### src/rtl/adc_stat_pkg.sv
// Package: shared status-word layout and counter action encoding.
// Assumes: 8-bit status word; bit positions are decoded by software.
package adc_stat_pkg;
    localparam int STAT_W      = 8;
    localparam int SEQ_BIT     = 7;
    localparam int TRIG_BIT    = 5;
    localparam int RES_BIT     = 4;
    localparam int NUM_FLAGS   = 3;
    localparam int FLAG_SEQ    = 0;
    localparam int FLAG_TRIG   = 1;
    localparam int FLAG_RES    = 2;

    typedef enum logic [1:0] {
        CNT_HOLD = 2'd0,
        CNT_ZERO = 2'd1,
        CNT_INC  = 2'd2
    } cnt_op_e;
endpackage

### src/rtl/adc_status_flag.sv
// Module: one sticky status flag with a set input and a clear input.
// Assumes: set and clear are single-cycle strobes; set outranks clear.
module adc_status_flag (
    input  logic clk,
    input  logic rst_n,
    input  logic set_i,
    input  logic clr_i,
    output logic flag_o
);
    // Hold the flag; set wins, else clear, else keep.
    always_ff @(posedge clk) begin
        if (!rst_n)       flag_o <= 1'b0;
        else if (set_i)   flag_o <= 1'b1;
        else if (clr_i)   flag_o <= 1'b0;
    end
endmodule

### src/rtl/adc_slot_counter.sv
// Module: counter that points at the result slot the current conversion fills.
// Assumes: restart (abort/start) outranks everything; in non-FIFO mode the
// end of a sequence zeroes it, in FIFO mode it runs on and wraps.
module adc_slot_counter
    import adc_stat_pkg::*;
#(
    parameter int CNT_W = 4
) (
    input  logic             clk,
    input  logic             rst_n,
    input  logic             restart_i,
    input  logic             conv_i,
    input  logic             seq_end_i,
    input  logic             fifo_i,
    output logic [CNT_W-1:0] cnt_o
);
    localparam logic [CNT_W-1:0] CNT_MAX = {CNT_W{1'b1}};

    cnt_op_e op;

    // Pick the counter action for this cycle.
    always_comb begin
        if (restart_i)                 op = CNT_ZERO;
        else if (seq_end_i && !fifo_i) op = CNT_ZERO;
        else if (conv_i)               op = CNT_INC;
        else                           op = CNT_HOLD;
    end

    // Apply the chosen action.
    always_ff @(posedge clk) begin
        if (!rst_n) begin
            cnt_o <= '0;
        end else begin
            case (op)
                CNT_ZERO: cnt_o <= '0;
                CNT_INC:  cnt_o <= cnt_o + 1'b1;
                default:  cnt_o <= cnt_o;
            endcase
        end
    end

    assert_cnt_restart_R8: assert property (@(posedge clk) disable iff (!rst_n)
        restart_i |=> (cnt_o == '0));

    assert_cnt_wrap_R6: assert property (@(posedge clk) disable iff (!rst_n)
        (conv_i && !restart_i && !seq_end_i && cnt_o == CNT_MAX) |=> (cnt_o == '0));

    assert_cnt_end_zero_R7: assert property (@(posedge clk) disable iff (!rst_n)
        (seq_end_i && !fifo_i) |=> (cnt_o == '0));

    assert_cnt_fifo_keep_R7: assert property (@(posedge clk) disable iff (!rst_n)
        (seq_end_i && fifo_i && !conv_i && !restart_i) |=> $stable(cnt_o));
endmodule

### src/rtl/adc_seq_status.sv
// Module: status tracker for an ADC conversion sequencer.
// Assumes: all inputs are synchronous single-cycle strobes or levels;
// ccf_i is owned by result storage outside; set events outrank clears.
module adc_seq_status
    import adc_stat_pkg::*;
#(
    parameter int CNT_W = 4,
    localparam int NUM_SLOTS = 1 << CNT_W
) (
    input  logic                 clk,
    input  logic                 rst_n,
    input  logic                 conv_done_i,
    input  logic                 seq_done_i,
    input  logic                 seq_busy_i,
    input  logic                 trig_edge_i,
    input  logic                 edge_mode_i,
    input  logic                 fifo_mode_i,
    input  logic                 auto_clr_i,
    input  logic                 wr_ctrl_i,
    input  logic                 wr_start_i,
    input  logic                 stat_wr_i,
    input  logic [STAT_W-1:0]    stat_wdata_i,
    input  logic                 res_rd_i,
    input  logic [NUM_SLOTS-1:0] ccf_i,
    output logic [STAT_W-1:0]    stat_rdata_o
);
    logic [NUM_FLAGS-1:0] flag_set;
    logic [NUM_FLAGS-1:0] flag_clr;
    logic [NUM_FLAGS-1:0] flag_q;
    logic [CNT_W-1:0]     slot_cnt;
    logic                 restart;

    assign restart = wr_ctrl_i | wr_start_i;

    // Decode set and clear events for each flag.
    always_comb begin
        flag_set[FLAG_SEQ]  = seq_done_i;
        flag_set[FLAG_TRIG] = edge_mode_i & trig_edge_i & seq_busy_i;
        flag_set[FLAG_RES]  = conv_done_i & ccf_i[slot_cnt];
        flag_clr[FLAG_SEQ]  = (stat_wr_i & stat_wdata_i[SEQ_BIT]) | wr_start_i
                            | (res_rd_i & auto_clr_i);
        flag_clr[FLAG_TRIG] = (stat_wr_i & stat_wdata_i[TRIG_BIT]) | restart;
        flag_clr[FLAG_RES]  = (stat_wr_i & stat_wdata_i[RES_BIT]) | restart;
    end

    for (genvar g = 0; g < NUM_FLAGS; g++) begin : g_flag
        adc_status_flag u_flag (
            .clk    (clk),
            .rst_n  (rst_n),
            .set_i  (flag_set[g]),
            .clr_i  (flag_clr[g]),
            .flag_o (flag_q[g])
        );
    end

    adc_slot_counter #(.CNT_W(CNT_W)) u_cnt (
        .clk       (clk),
        .rst_n     (rst_n),
        .restart_i (restart),
        .conv_i    (conv_done_i),
        .seq_end_i (seq_done_i),
        .fifo_i    (fifo_mode_i),
        .cnt_o     (slot_cnt)
    );

    // Assemble the status word; unused bits read 0.
    always_comb begin
        stat_rdata_o           = '0;
        stat_rdata_o[SEQ_BIT]  = flag_q[FLAG_SEQ];
        stat_rdata_o[TRIG_BIT] = flag_q[FLAG_TRIG];
        stat_rdata_o[RES_BIT]  = flag_q[FLAG_RES];
        stat_rdata_o[CNT_W-1:0] = slot_cnt;
    end

    assert_seq_set_R1: assert property (@(posedge clk) disable iff (!rst_n)
        seq_done_i |=> stat_rdata_o[SEQ_BIT]);

    assert_seq_clr_R2: assert property (@(posedge clk) disable iff (!rst_n)
        (!seq_done_i && (wr_start_i || (res_rd_i && auto_clr_i)
                         || (stat_wr_i && stat_wdata_i[SEQ_BIT])))
        |=> !stat_rdata_o[SEQ_BIT]);

    assert_trig_set_R3: assert property (@(posedge clk) disable iff (!rst_n)
        (edge_mode_i && trig_edge_i && seq_busy_i) |=> stat_rdata_o[TRIG_BIT]);

    assert_trig_level_R3: assert property (@(posedge clk) disable iff (!rst_n)
        (!edge_mode_i && !stat_rdata_o[TRIG_BIT]) |=> !stat_rdata_o[TRIG_BIT]);

    assert_ovr_abort_R4: assert property (@(posedge clk) disable iff (!rst_n)
        (restart && !(edge_mode_i && trig_edge_i && seq_busy_i) && !conv_done_i)
        |=> (!stat_rdata_o[TRIG_BIT] && !stat_rdata_o[RES_BIT]));

    assert_res_set_R5: assert property (@(posedge clk) disable iff (!rst_n)
        (conv_done_i && ccf_i[stat_rdata_o[CNT_W-1:0]]) |=> stat_rdata_o[RES_BIT]);

    assert_cnt_wr_R9: assert property (@(posedge clk) disable iff (!rst_n)
        (stat_wr_i && !conv_done_i && !seq_done_i && !restart)
        |=> $stable(stat_rdata_o[CNT_W-1:0]));
endmodule

### config.mk
export PLATFORM = sky130hd
export DESIGN_NAME = adc_seq_status
export DESIGN_NICKNAME = d
export VERILOG_FILES = /design/src/rtl/adc_stat_pkg.sv /design/src/rtl/adc_status_flag.sv /design/src/rtl/adc_slot_counter.sv /design/src/rtl/adc_seq_status.sv
export SDC_FILE = /design/constraint.sdc
export NUM_CORES = 1
export LEC_CHECK = 0
export BUFFER_PORTS_ARGS = -buffer_cell sky130_fd_sc_hd__buf_2
export CORE_MARGIN = 8
export CORE_UTILIZATION = 40
export DETAILED_ROUTE_END_ITERATION = 8
export GPL_ROUTABILITY_DRIVEN = 0
export PLACE_DENSITY = 0.94
export SLEW_MARGIN = 20
export SYNTH_ARGS = -nofsm -noshare
export SYNTH_HDL_FRONTEND = slang
export SYNTH_HIERARCHICAL = 1
export SYNTH_SLANG_ARGS = --single-unit
### constraint.sdc
create_clock -name clk -period 3.02 [get_ports clk]
set_input_delay 0.302 -clock clk [delete_from_list [all_inputs] [get_ports clk]]
set_output_delay 0.302 -clock clk [all_outputs]
set_load 0.03 [all_outputs]
==> impl_metrics.json, run 1 <==
{
  "grt_max_degree": 12,
  "ys_seq_elements": 7,
  "synthAdderAreaFrac": 0.0462,
  "placed_cell_area_um2": 732,
  "drt-total-wl_um": 1630,
  "synth_area_um2": 542,
  "synth-compound-area-share": 0.199,
  "p_leak_nw": 0.358,
  "wl_per_cell_um": 14.3,
  "drv_slew": 0,
  "worst_clock_skew_ps": 3.52,
  "synth-simple-area-share": 0.284,
  "final_antenna_net_count": 0,
  "tightestPinTransition_ps": 506,
  "cts_max_level": 1,
  "muxShareOfSynthArea": 0.157,
  "cts_tree": "yes",
  "grt_overflow": 0,
  "syn_nets": 98,
  "drive_above_1_share": 0.495,
  "power_density_nw_per_um2": 306,
  "grt_pass1_vias": 591,
  "n_antenna_cell": 0,
  "syn_area_per_cell_um2": 9.18,
  "ys_seq_area_frac": 0.259,
  "cts_buffers": 3,
  "post-route-period-util": 0.634,
  "cp-end-kind": "flip-flop",
  "path_max_fanout": 6,
  "stdcell_count": 114,
  "clock_latency_ps": 250,
  "synth_warnings": 6,
  "vias_per_cell": 5.25,
  "synth_top_area_frac": 0.259,
  "die_w_um": 52.8,
  "rows": 13,
  "slew_headroom": 0.662,
  "ir_drop_v": 0.000290,
  "chipHeight_um": 52.8,
  "start_kind": "input port",
  "cts.path.max_buffers": 2,
  "min_path_type": "input port to flip-flop",
  "dp_hpwl_um": 1370,
  "cp.arrival_ps": 2090,
  "p_comb_frac": 0.216,
  "yosys.area.top_type": "dfxtp_1",
  "required_ps": 3190,
  "vias": 599,
  "setup_viol": 0,
  "io_pins": 45,
  "design.core.area_um2": 1280,
  "syn_to_final_growth_pct": 40.0,
  "final_common_cell": "buf_2",
  "path_clk_slew_ps": 50,
  "path_class": "input port to flip-flop",
  "synth_top_family_by_area": "simple AND/OR/NAND/NOR gates",
  "fin_setup_tns_ps": 0,
  "dieArea_um2": 2790,
  "intPower_mw": 0.172,
  "p_switching_mw": 0.0596,
  "fin_total_pwr_mw": 0.232,
  "drc": 0,
  "synthCells": 59,
  "dpl.cell_count": 110,
  "fin_crit_ps": 1910,
  "port_buffers": 38,
  "mostFrequentLayoutCells": "buf_2, dfxtp_1, nand2_1",
  "postCtsSetupRepairBufs": 0,
  "rrSetupSlack_ps": 1280,
  "clock_tree.root_cell": "clkbuf_4",
  "nNetsFinal": 139,
  "synthDistinctLibCells": 30,
  "max_clock_freq_mhz": 522,
  "max_cap_violations": 0,
  "post-route-cell-area_um2": 758,
  "initial_utilization": 0.422,
  "grt_pass1_wl_um": 2460,
  "drt-initial-drc-count": 7,
  "final-hold-violation-count": 0,
  "dr.pass1.iters": 4,
  "synthXorXnorAreaFrac": 0,
  "clock_sinks": 7,
  "grt_usage": 0.118,
  "clockPowerShare": 0.372,
  "rsz0062_at_grt": "false",
  "sw_frac_of_total": 0.257,
  "outcome": "complete, no violations",
  "post_cts_resized": 0,
  "seq_power_share": 0.412,
  "hold_buffers": 0,
  "antenna_found_initial": 0,
  "synthTopCellsByArea": "dfxtp_1, mux4_2, nor2b_4"
}
## cell type report
| type | instances | area [um2] |
|---|---|---|
| Clock buffer | 4 | 26.3 |
| Fill cell | 119 | 527 |
| Inverter | 2 | 7.51 |
| Multi-Input combinational cell | 48 | 375 |
| Sequential cell | 7 | 140 |
| Tap cell | 15 | 18.8 |
| Timing Repair Buffer | 38 | 190 |
## state kept, by name (all words and copies together) (netlist names)
signal	flops
u_cnt/cnt_o	4
g_flag.u_flag/flag_o	3
## power groups by stage
| stage | registers, mW | logic [mW] | clock network (mW) |
|---|---|---|---|
| floorplan | 0.101 | 0.0221 | 0 |
| global placement | 0.0975 | 0.0481 | 0 |
| detailed placement | 0.0976 | 0.0499 | 0 |
| CTS | 0.0956 | 0.0500 | 0.0875 |
| global route | 0.0959 | 0.0549 | 0.0921 |
| finish | 0.0956 | 0.0501 | 0.0861 |
## worst max-delay path, cell delays in order
cell,delay (ps)
buf_2,100
or2_2,320
a21oi_1,190
and2_1,160
ha_1,290
nor2b_2,180
or3b_1,380
a31oi_1,170
## logic make-up (layout without fill, tap and decap cells)
group | count (synthesis) | after routing
AOI/OAI and AO/OA | 15 | 15
adders and majority gates | 2 | 2
buffers and inverters | 4 | 44
DFF | 7 | 7
muxes | 6 | 6
other | 1 | 1
and+or+nand+nor | 24 | 24
## through the flow
stage                util  hold slack (ps)  setup WS (ps)
floorplan               -              419           1170
global placement    0.570              512            976
detailed placement  0.570              541            908
CTS                 0.590              284           1160
global route        0.590              293           1070
finish              0.590              289           1110
## Yosys cell counts
library cell,n
nand3_1,4
nand2_1,6
ha_1,2
nor2b_2,1
a22oi_1,1
nor2b_4,3
o21ai_0,1
and3_1,1
o21a_1,3
a31oi_1,1
o22ai_1,1
or3b_1,1
a221o_1,1
nor2_1,2
nand2b_1,1
buf_4,1
buf_6,1
o211ai_2,1
conb_1,1
and2_1,1
nand3b_1,1
o211ai_1,1
a21oi_1,3
a21o_1,2
nor2b_1,2
dfxtp_1,7
mux4_2,2
inv_1,2
or2_2,1
mux2i_1,4
## per-layer routing
layer | routed length (um) | global-route usage
met1 | 557 | 0.106
met2 | 913 | 0.219
met3 | 108 | 0.0341
met4 | 47 | 0.0776
met5 | 0 | 0
## path summary, 6_finish.rpt
| check | start | end | depth (start not counted) |
|---|---|---|---|
| max | wr_start_i | u_cnt/cnt_o[3] | 8 |
| min | seq_done_i | g_flag[0].u_flag/flag_o | 2 |
| max reg2reg | u_cnt/cnt_o[0] | g_flag[2].u_flag/flag_o | 4 |
| min reg2reg | u_cnt/cnt_o[3] | u_cnt/cnt_o[3] | 2 |
Note: power is estimated with default switching activity, not from simulation.
==> run 2: changes to the inputs <==
--- a/config.mk
+++ b/config.mk
@@ -7,10 +7,10 @@
 export LEC_CHECK = 0
 export BUFFER_PORTS_ARGS = -buffer_cell sky130_fd_sc_hd__buf_2
 export CORE_MARGIN = 8
-export CORE_UTILIZATION = 40
+export CORE_UTILIZATION = 37
 export DETAILED_ROUTE_END_ITERATION = 8
 export GPL_ROUTABILITY_DRIVEN = 0
-export PLACE_DENSITY = 0.94
+export PLACE_DENSITY = 0.88
 export SLEW_MARGIN = 20
 export SYNTH_ARGS = -nofsm -noshare
 export SYNTH_HDL_FRONTEND = slang
==> constraint.sdc (replaced) <==
create_clock -name clk -period 1.8 [get_ports clk]
set_input_delay 0.18 -clock clk [delete_from_list [all_inputs] [get_ports clk]]
set_output_delay 0.18 -clock clk [all_outputs]
set_load 0.03 [all_outputs]
==> run 2 against run 1 <==
  * First-iteration DRC count grew to 2.6 times the previous value
  * Register-to-register slack worse by 1100 ps
  * Global-route usage is 0.20 points lower
  * Sequential power is 67% higher
  * Final area is 6.1% higher
  * Combinational power is 81% higher
  * Via count is 5.0% higher
  * Critical path depth stayed put
  * Count of clock-buffer cells in the layout stayed put
  * Sequential share of layout area is 1.1 points lower
  * Hold slack worse by 130 ps
  * Critical endpoint unchanged
==> impl_metrics.json, run 2 (synthesized netlist as in run 1, its figures left out) <==
{
  "power_density_nw_per_um2": 488,
  "drt-total-wl_um": 1750,
  "worst_path_max_delay_cell": "or3b_1",
  "pre_cts_slack_ps": -33.1,
  "max_stage_delay_ps": 350,
  "largest-register": "u_cnt/cnt_o",
  "largest_register_ff_count": 4,
  "grt_pass1_vias": 610,
  "cp.arrival_ps": 1760,
  "met3_usage": 0.0245,
  "clock_tree.root_cell": "clkbuf_4",
  "top_usage_layer": "met2",
  "hold_buffers": 0,
  "setup_ws_ps": 219,
  "met1_usage": 0.103,
  "fin_crit_ps": 1580,
  "nNetsFinal": 145,
  "cts_buffers": 3,
  "die_w_um": 54.3,
  "grt_usage": 0.116,
  "path_max_fanout": 2,
  "max_clock_freq_mhz": 632,
  "final_antenna_net_count": 0,
  "dieArea_um2": 2940,
  "cp-end-kind": "flip-flop",
  "post-route-period-util": 0.878,
  "max_cap_violations": 0,
  "drv_slew": 0,
  "drc": 0,
  "vias_per_cell": 5.20,
  "largestRegisters": "u_cnt/cnt_o x4, g_flag.u_flag/flag_o x3",
  "clock_latency_ps": 250,
  "design.core.area_um2": 1440,
  "rows": 14,
  "whs_endpoint": "g_flag[0].u_flag/flag_o",
  "clock_sinks": 7,
  "r2r-end": "g_flag[2].u_flag/flag_o",
  "start_kind": "input port",
  "grt_overflow": 0,
  "initial_utilization": 0.377,
  "vias": 629,
  "path_class": "input port to flip-flop",
  "reg2reg_from": "u_cnt/cnt_o[0]",
  "fin_setup_tns_ps": 0,
  "dr.pass1.iters": 4,
  "min_path_type": "input port to flip-flop",
  "cts_tree": "yes",
  "cts.path.max_buffers": 2,
  "path_clk_slew_ps": 60,
  "grt_pass1_wl_um": 2530,
  "drive_above_1_share": 0.524,
  "met2_usage": 0.231,
  "postCtsSetupRepairBufs": 0,
  "grt_max_degree": 10,
  "final-hold-violation-count": 0,
  "wl_per_cell_um": 14.5,
  "worst_clock_skew_ps": 9.41,
  "dp_hpwl_um": 1530,
  "final_common_cell": "buf_2",
  "post_cts_resized": 0,
  "port_buffers": 38,
  "crit_chain": "buf_2 > or2_2 > a21oi_1 > and2_1 > ha_1 > nor2b_2 > or3b_1 > a31oi_1",
  "chipHeight_um": 54.3,
  "ir_drop_v": 0.000205,
  "outcome": "complete, no violations",
  "io_pins": 45,
  "required_ps": 1980,
  "rrSetupSlack_ps": 230,
  "r2r_cells": 4,
  "antenna_found_initial": 0,
  "worstHoldStart": "seq_done_i",
  "cts_max_level": 1,
  "setup_viol": 0,
  "p_leak_nw": 0.389,
  "rsz0062_at_grt": "false",
  "syn_to_final_growth_pct": 48.5,
  "holdPathStages": 2,
  "mostFrequentLayoutCells": "buf_2, dfxtp_1, nand2_1, buf_4",
  "drt-initial-drc-count": 18,
  "n_antenna_cell": 0
}
-- run 2: cell count changes in the layout (fill, tap and decap cells not counted), sizes merged --
cell,change
buf,+6
-- run 2: how the worst max path moves through the flow --
stage / startpoint / to / slack (ps) / cells after the start
floorplan: u_cnt/cnt_o[0] / g_flag[2].u_flag/flag_o / 30 / 5
global placement: wr_start_i / u_cnt/cnt_o[3] / -9 / 8
detailed placement: wr_start_i / u_cnt/cnt_o[3] / -30 / 8
CTS: u_cnt/cnt_o[0] / g_flag[2].u_flag/flag_o / 200 / 4
global route: u_cnt/cnt_o[0] / g_flag[2].u_flag/flag_o / 110 / 4
finish: wr_start_i / u_cnt/cnt_o[3] / 220 / 8
-- run 2: per-stage QoR --
stage               area [um2]  utilization  power (mW)  cells  hold WS, ps
floorplan                  542            -       0.207     59          297
global placement           778        0.542       0.250    117          409
detailed placement         778        0.542       0.255    117          411
CTS                        805        0.560       0.396    121          155
global route               805        0.560       0.420    121          166
finish                     805        0.560       0.393    121          160
-- run 2: report_power, final --
group          switching [mW]  internal [mW]
sequential            0.00188          0.159
combinational          0.0399         0.0510
clock                  0.0571         0.0846
-- run 2: per-layer routing --
layer | vias to the layer above | part of all wire
met3 | 6 | 0.082
met5 | - | 0
li1 | 307 | -
met4 | 0 | 0.017
met2 | 26 | 0.59
met1 | 290 | 0.31
-- run 2: layout make-up --
cell class	instances	area, um2
Tap cell	16	20.0
Inverter	2	7.51
Multi-Input combinational cell	48	375
Timing Repair Buffer	44	235
Sequential cell	7	140
Fill cell	128	632
Clock buffer	4	26.3
-- run 2: worst max-delay path: cells and delay by family --
family / cells / cell delay [ps]
buffers and inverters: 1 / 100
adders and majority gates: 1 / 240
AOI/OAI and AO/OA: 2 / 320
and+or+nand+nor: 4 / 920
